===== config.mk =====
export PLATFORM = sky130hd
export DESIGN_NAME = memload_crc
export DESIGN_NICKNAME = d
export VERILOG_FILES = /design/src/rtl/memcrc_pkg.sv /design/src/rtl/memcrc_qualify.sv /design/src/rtl/memcrc_record.sv /design/src/rtl/memcrc_fold.sv /design/src/rtl/memload_crc.sv
export SDC_FILE = /design/constraint.sdc
export NUM_CORES = 1
export LEC_CHECK = 0
export BUFFER_PORTS_ARGS = -buffer_cell sky130_fd_sc_hd__buf_2
export CAP_MARGIN = 20
export CORE_ASPECT_RATIO = 0.5
export CORE_MARGIN = 5
export CORE_UTILIZATION = 55
export CTS_CLUSTER_SIZE = 30
export DETAILED_ROUTE_END_ITERATION = 10
export HOLD_SLACK_MARGIN = 0.12
export PLACE_DENSITY = 0.77
export SLEW_MARGIN = 15
export SYNTH_ARGS = -nofsm -noshare
export SYNTH_HDL_FRONTEND = slang
export SYNTH_SLANG_ARGS = --single-unit

===== constraint.sdc =====
create_clock -name clk_i -period 7.55 [get_ports clk_i]
set_input_delay 0 -clock clk_i [delete_from_list [all_inputs] [get_ports clk_i]]
set_output_delay 0 -clock clk_i [all_outputs]
set_load 0.02 [all_outputs]

===== src/rtl/memcrc_pkg.sv =====
package memcrc_pkg;
    localparam int DATA_W    = 32;
    localparam int MASK_W    = DATA_W / 8;
    localparam int IDX_W     = 10;
    localparam int IDX_EXT_W = 15;
    localparam int CRC_W     = 32;
    localparam int REC_W     = 1 + IDX_EXT_W + DATA_W;
    localparam logic [CRC_W-1:0] CRC_POLY = 32'hEDB88320;

    typedef struct packed {
        logic                 flag;
        logic [IDX_EXT_W-1:0] idx;
        logic [DATA_W-1:0]    data;
    } rec_t;

    typedef struct packed {
        logic [CRC_W-1:0] crc;
    } crc_state_t;
endpackage


===== src/rtl/memcrc_qualify.sv =====
module memcrc_qualify
    import memcrc_pkg::*;
(
    input  logic              core_owns_i,
    input  logic              imem_req_i,
    input  logic [MASK_W-1:0] imem_mask_i,
    input  logic              dmem_req_i,
    input  logic [MASK_W-1:0] dmem_mask_i,
    output logic              valid_o
);
    localparam logic [MASK_W-1:0] FULL = {MASK_W{1'b1}};

    logic imem_full, dmem_full;

    always_comb begin
        imem_full = imem_req_i && (imem_mask_i == FULL);
        dmem_full = dmem_req_i && (dmem_mask_i == FULL);
        valid_o   = !core_owns_i && (imem_full || dmem_full);
    end
endmodule


===== src/rtl/memcrc_record.sv =====
module memcrc_record
    import memcrc_pkg::*;
(
    input  logic              imem_req_i,
    input  logic [IDX_W-1:0]  imem_idx_i,
    input  logic [DATA_W-1:0] imem_wdata_i,
    input  logic [IDX_W-1:0]  dmem_idx_i,
    input  logic [DATA_W-1:0] dmem_wdata_i,
    output rec_t              rec_o
);
    localparam int PAD_W = IDX_EXT_W - IDX_W;

    always_comb begin
        rec_o.flag = imem_req_i;
        if (imem_req_i) begin
            rec_o.idx  = {{PAD_W{1'b0}}, imem_idx_i};
            rec_o.data = imem_wdata_i;
        end else begin
            rec_o.idx  = {{PAD_W{1'b0}}, dmem_idx_i};
            rec_o.data = dmem_wdata_i;
        end
    end
endmodule


===== src/rtl/memcrc_fold.sv =====
module memcrc_fold
    import memcrc_pkg::*;
#(
    parameter int               W_CRC = CRC_W,
    parameter int               W_REC = REC_W,
    parameter logic [W_CRC-1:0] POLY  = CRC_POLY
) (
    input  logic [W_CRC-1:0] crc_i,
    input  logic [W_REC-1:0] rec_i,
    output logic [W_CRC-1:0] crc_o
);
    logic [W_CRC-1:0] chain [0:W_REC];

    assign chain[0] = crc_i;

    for (genvar i = 0; i < W_REC; i++) begin : g_bit
        logic fb;
        assign fb          = chain[i][0] ^ rec_i[i];
        assign chain[i+1]  = (chain[i] >> 1) ^ (fb ? POLY : '0);
    end

    assign crc_o = chain[W_REC];
endmodule


===== src/rtl/memload_crc.sv =====
module memload_crc
    import memcrc_pkg::*;
(
    input  logic              clk_i,
    input  logic              rst_ni,
    input  logic              core_owns_i,
    input  logic              imem_req_i,
    input  logic [MASK_W-1:0] imem_mask_i,
    input  logic [IDX_W-1:0]  imem_idx_i,
    input  logic [DATA_W-1:0] imem_wdata_i,
    input  logic              dmem_req_i,
    input  logic [MASK_W-1:0] dmem_mask_i,
    input  logic [IDX_W-1:0]  dmem_idx_i,
    input  logic [DATA_W-1:0] dmem_wdata_i,
    input  logic              crc_we_i,
    input  logic [CRC_W-1:0]  crc_wdata_i,
    output logic [CRC_W-1:0]  crc_o
);
    crc_state_t       st_d, st_q;
    logic             rec_valid;
    rec_t             rec;
    logic [CRC_W-1:0] crc_next;

    memcrc_qualify u_qualify (
        .core_owns_i (core_owns_i),
        .imem_req_i  (imem_req_i),
        .imem_mask_i (imem_mask_i),
        .dmem_req_i  (dmem_req_i),
        .dmem_mask_i (dmem_mask_i),
        .valid_o     (rec_valid)
    );

    memcrc_record u_record (
        .imem_req_i   (imem_req_i),
        .imem_idx_i   (imem_idx_i),
        .imem_wdata_i (imem_wdata_i),
        .dmem_idx_i   (dmem_idx_i),
        .dmem_wdata_i (dmem_wdata_i),
        .rec_o        (rec)
    );

    memcrc_fold #(
        .W_CRC (CRC_W),
        .W_REC (REC_W),
        .POLY  (CRC_POLY)
    ) u_fold (
        .crc_i (st_q.crc),
        .rec_i (rec),
        .crc_o (crc_next)
    );

    always_comb begin
        st_d = st_q;
        if (crc_we_i) begin
            st_d.crc = crc_wdata_i;
        end else if (rec_valid) begin
            st_d.crc = crc_next;
        end
    end

    always_ff @(posedge clk_i or negedge rst_ni) begin
        if (!rst_ni) begin
            st_q <= '0;
        end else begin
            st_q <= st_d;
        end
    end

    assign crc_o = st_q.crc;

    // Host load wins over any record in the same cycle.
    assert_host_load_R6: assert property (@(posedge clk_i) disable iff (!rst_ni)
        crc_we_i |=> crc_o == $past(crc_wdata_i));

    // Core ownership blocks all record updates.
    assert_core_skip_R4: assert property (@(posedge clk_i) disable iff (!rst_ni)
        (core_owns_i && !crc_we_i) |=> $stable(crc_o));

    // Partial byte masks never advance the CRC.
    assert_partial_skip_R3: assert property (@(posedge clk_i) disable iff (!rst_ni)
        (!crc_we_i && (!imem_req_i || imem_mask_i != 4'hF)
                   && (!dmem_req_i || dmem_mask_i != 4'hF)) |=> $stable(crc_o));

    // The stored value changes only after a host load or a qualifying request.
    assert_quiet_hold_R8: assert property (@(posedge clk_i) disable iff (!rst_ni)
        (!crc_we_i && !imem_req_i && !dmem_req_i) |=> $stable(crc_o));

    // Reset holds the register at zero.
    assert_reset_zero_R7: assert property (@(posedge clk_i)
        !rst_ni |-> crc_o == '0);
endmodule


==> results.json <==
{
  "finalWorstPathRequiredPeriod_ps": 6196,
  "fillers": 942,
  "fp.dieH_um": 90.95,
  "num_rows": 29,
  "syn_avg_cell_area_um2": 11.86,
  "portBuffers": 161,
  "finalClockSkew_ps": 3.097,
  "clockBufferDepth": 2,
  "drt-total-wl_um": 21650,
  "cap_viol_max_count": 0,
  "synth_compound_area_share_pct": 3.350,
  "ys_seq_area_share_pct": 11.11,
  "rsz0062_at_grt": "false",
  "nets": 927,
  "setup_violations": 0,
  "grt_pass1_wl_um": 32420,
  "synth_edf_count": 0,
  "path_clk_slew_ps": 50,
  "synth_xor_area_share_pct": 72.05,
  "synthMuxAreaShare_pct": 9.044,
  "htreeDepth": 2,
  "timing.final.hold_violations": 0,
  "cts_buffers": 5,
  "post-route-period-util_pct": 82.06,
  "slew_headroom_pct": 34.62,
  "clock_latency_ps": 270,
  "ys_seq_elements": 32,
  "synth_most_common_cell": "xnor2_1",
  "cp-start-kind": "primary input",
  "worstPathArrival_ps": 6350,
  "worst_pin_slew_ps": 977.3,
  "antenna_left": 0,
  "synth_top_family_by_area": "XOR/XNOR gates",
  "dp_hpwl_um": 17480,
  "synth_warnings": 0,
  "fp.dieW_um": 171.9,
  "synth_top_cell_area_share_pct": 22.84,
  "core_um2": 12740,
  "maxSlewViolCount": 0,
  "drt_pass1_iterations": 4,
  "gp_congestion": 0.9213,
  "synth_flop_cell": "dfrtp_1",
  "drt-initial-drc-count": 360,
  "start_util_pct": 56.60,
  "synthAdderAreaFrac_pct": 0,
  "cp-end-kind": "register",
  "yosysTopAreaCell": "xnor2_1",
  "tns_ps": 0,
  "synthTopCellsByArea": "xnor2_1, xnor3_1, dfrtp_1",
  "largest_reg_flops": 32,
  "cp.required_ps": 7710,
  "syn-num-nets": 738,
  "post_cts_buffers": 0,
  "synth_area_um2": 7208,
  "synthCells": 608,
  "drive_above_1_share_pct": 30.19,
  "max_freq_mhz": 161.4,
  "wl_per_cell_um": 22.43,
  "grt_overflow": 0,
  "dp.cells": 927,
  "area_growth_pct": 19.60,
  "diodes": 0,
  "boundaryPins": 162,
  "async_flop_share_pct": 100.0,
  "root_buffer": "clkbuf_16",
  "cts_tree": "done",
  "regToRegSetupSlack_ps": 1690,
  "antenna_found_initial": 0,
  "die_area_um2": 15630,
  "synth-simple-area-share_pct": 3.072,
  "grt_pass1_vias": 5467,
  "grt_max_degree": 59,
  "outcome": "finished clean",
  "via_count": 5151,
  "drc": 0,
  "viasPerCell": 5.338,
  "critPathMaxFanout": 26,
  "cts_resized": 0,
  "synth_top_cells_by_count": "xnor2_1, xor2_1, xnor3_1, mux2i_1, nand2_1",
  "grtUsageTotal_pct": 27.59,
  "path_class": "in2reg",
  "synth_cell_type_count": 32,
  "cts.sink_count": 32,
  "min_path_type": "in2reg",
  "stdcell_count": 965
}
per-layer routing:
metal,global-route usage [%],up-vias,wire [µm]
met5,0,-,0
met4,4.447,0,287
met3,7.809,24,2245
met2,43.86,226,10090
met1,38.60,2513,9025
li1,-,2388,-
what timing repair did:
action,4_1_cts,5_1_grt
setup endpoints to repair,0,0
hold buffers,33,0
hold endpoints to repair,64,0
kinds of logic (layout without fill, tap and decap cells):
| kind of cell | count (synthesis) | in the layout |
|---|---|---|
| AND/OR/NAND/NOR | 54 | 54 |
| buffers and inverters | 17 | 204 |
| AO/OA/AOI/OAI | 46 | 46 |
| flip-flops | 32 | 32 |
| multiplexers | 59 | 59 |
| XOR/XNOR | 400 | 400 |
layout make-up:
type                            instances  area (µm²)  area share [%]
Clock buffer                            5       125.1           1.451
Multi-Input combinational cell        559        6309           73.18
Sequential cell                        32       800.8           9.289
Tap cell                              170       212.7           2.467
Timing Repair Buffer                  199        1174           13.61
stage by stage:
step / hold WS, ps / instance area (µm²) / setup WS, ps / util [%]
floorplan: -295.6 / 7208 / 2385 / -
global placement: 100.4 / 8165 / 1240 / 64.11
detailed placement: 102.8 / 8165 / 1186 / 64.11
CTS: 244.7 / 8621 / 1419 / 67.69
global route: 280.4 / 8621 / 1113 / 67.69
finish: 254.8 / 8621 / 1354 / 67.69
cells in the final DEF (no fill, tap or decap), types with 2 or more instances in the layout:
cell | Yosys | final
xor3_1 | 16 | 16
xor3_2 | 3 | 3
xnor3_1 | 56 | 56
mux2i_2 | 4 | 4
a21oi_1 | 18 | 18
nor2b_1 | 5 | 5
nand2_1 | 33 | 33
xor2_2 | 9 | 9
nor2_1 | 13 | 13
xnor3_2 | 9 | 9
clkbuf_16 | 0 | 5
buf_4 | 2 | 5
xnor2_2 | 17 | 17
o21ai_1 | 7 | 7
mux2i_1 | 45 | 45
o21ai_0 | 18 | 18
mux2_2 | 7 | 7
xnor2_1 | 188 | 188
buf_2 | 1 | 161
mux2i_4 | 3 | 3
dlygate4sd3_1 | 0 | 33
xor2_1 | 86 | 86
xnor2_4 | 14 | 14
a221o_1 | 2 | 2
xor2_4 | 2 | 2
dfrtp_1 | 32 | 32
final timing paths:
kind,startpoint,endpoint,cells after the start
max,imem_req_i,crc_o[22],16
min,core_owns_i,crc_o[15],5
max reg2reg,crc_o[0],crc_o[18],12
min reg2reg,crc_o[21],crc_o[21],2
max in group asynchronous,rst_ni,crc_o[16],2
min in group asynchronous,rst_ni,crc_o[7],2
worst max-delay path, stage by stage:
cell and delay [ps]:
buf_2 650, buf_4 480, mux2i_1 170, xnor2_1 530, xor2_1 200, xnor2_2 390, xnor3_1 600, xnor2_2 500
xnor3_2 560, xnor2_1 210, xnor2_2 410, xnor3_1 580, xor3_1 460, xnor2_1 220, o21ai_1 80, mux2_2 280
Power is not shown: default switching activity piles up to over one toggle a cycle in this logic, so the estimate is an artifact.
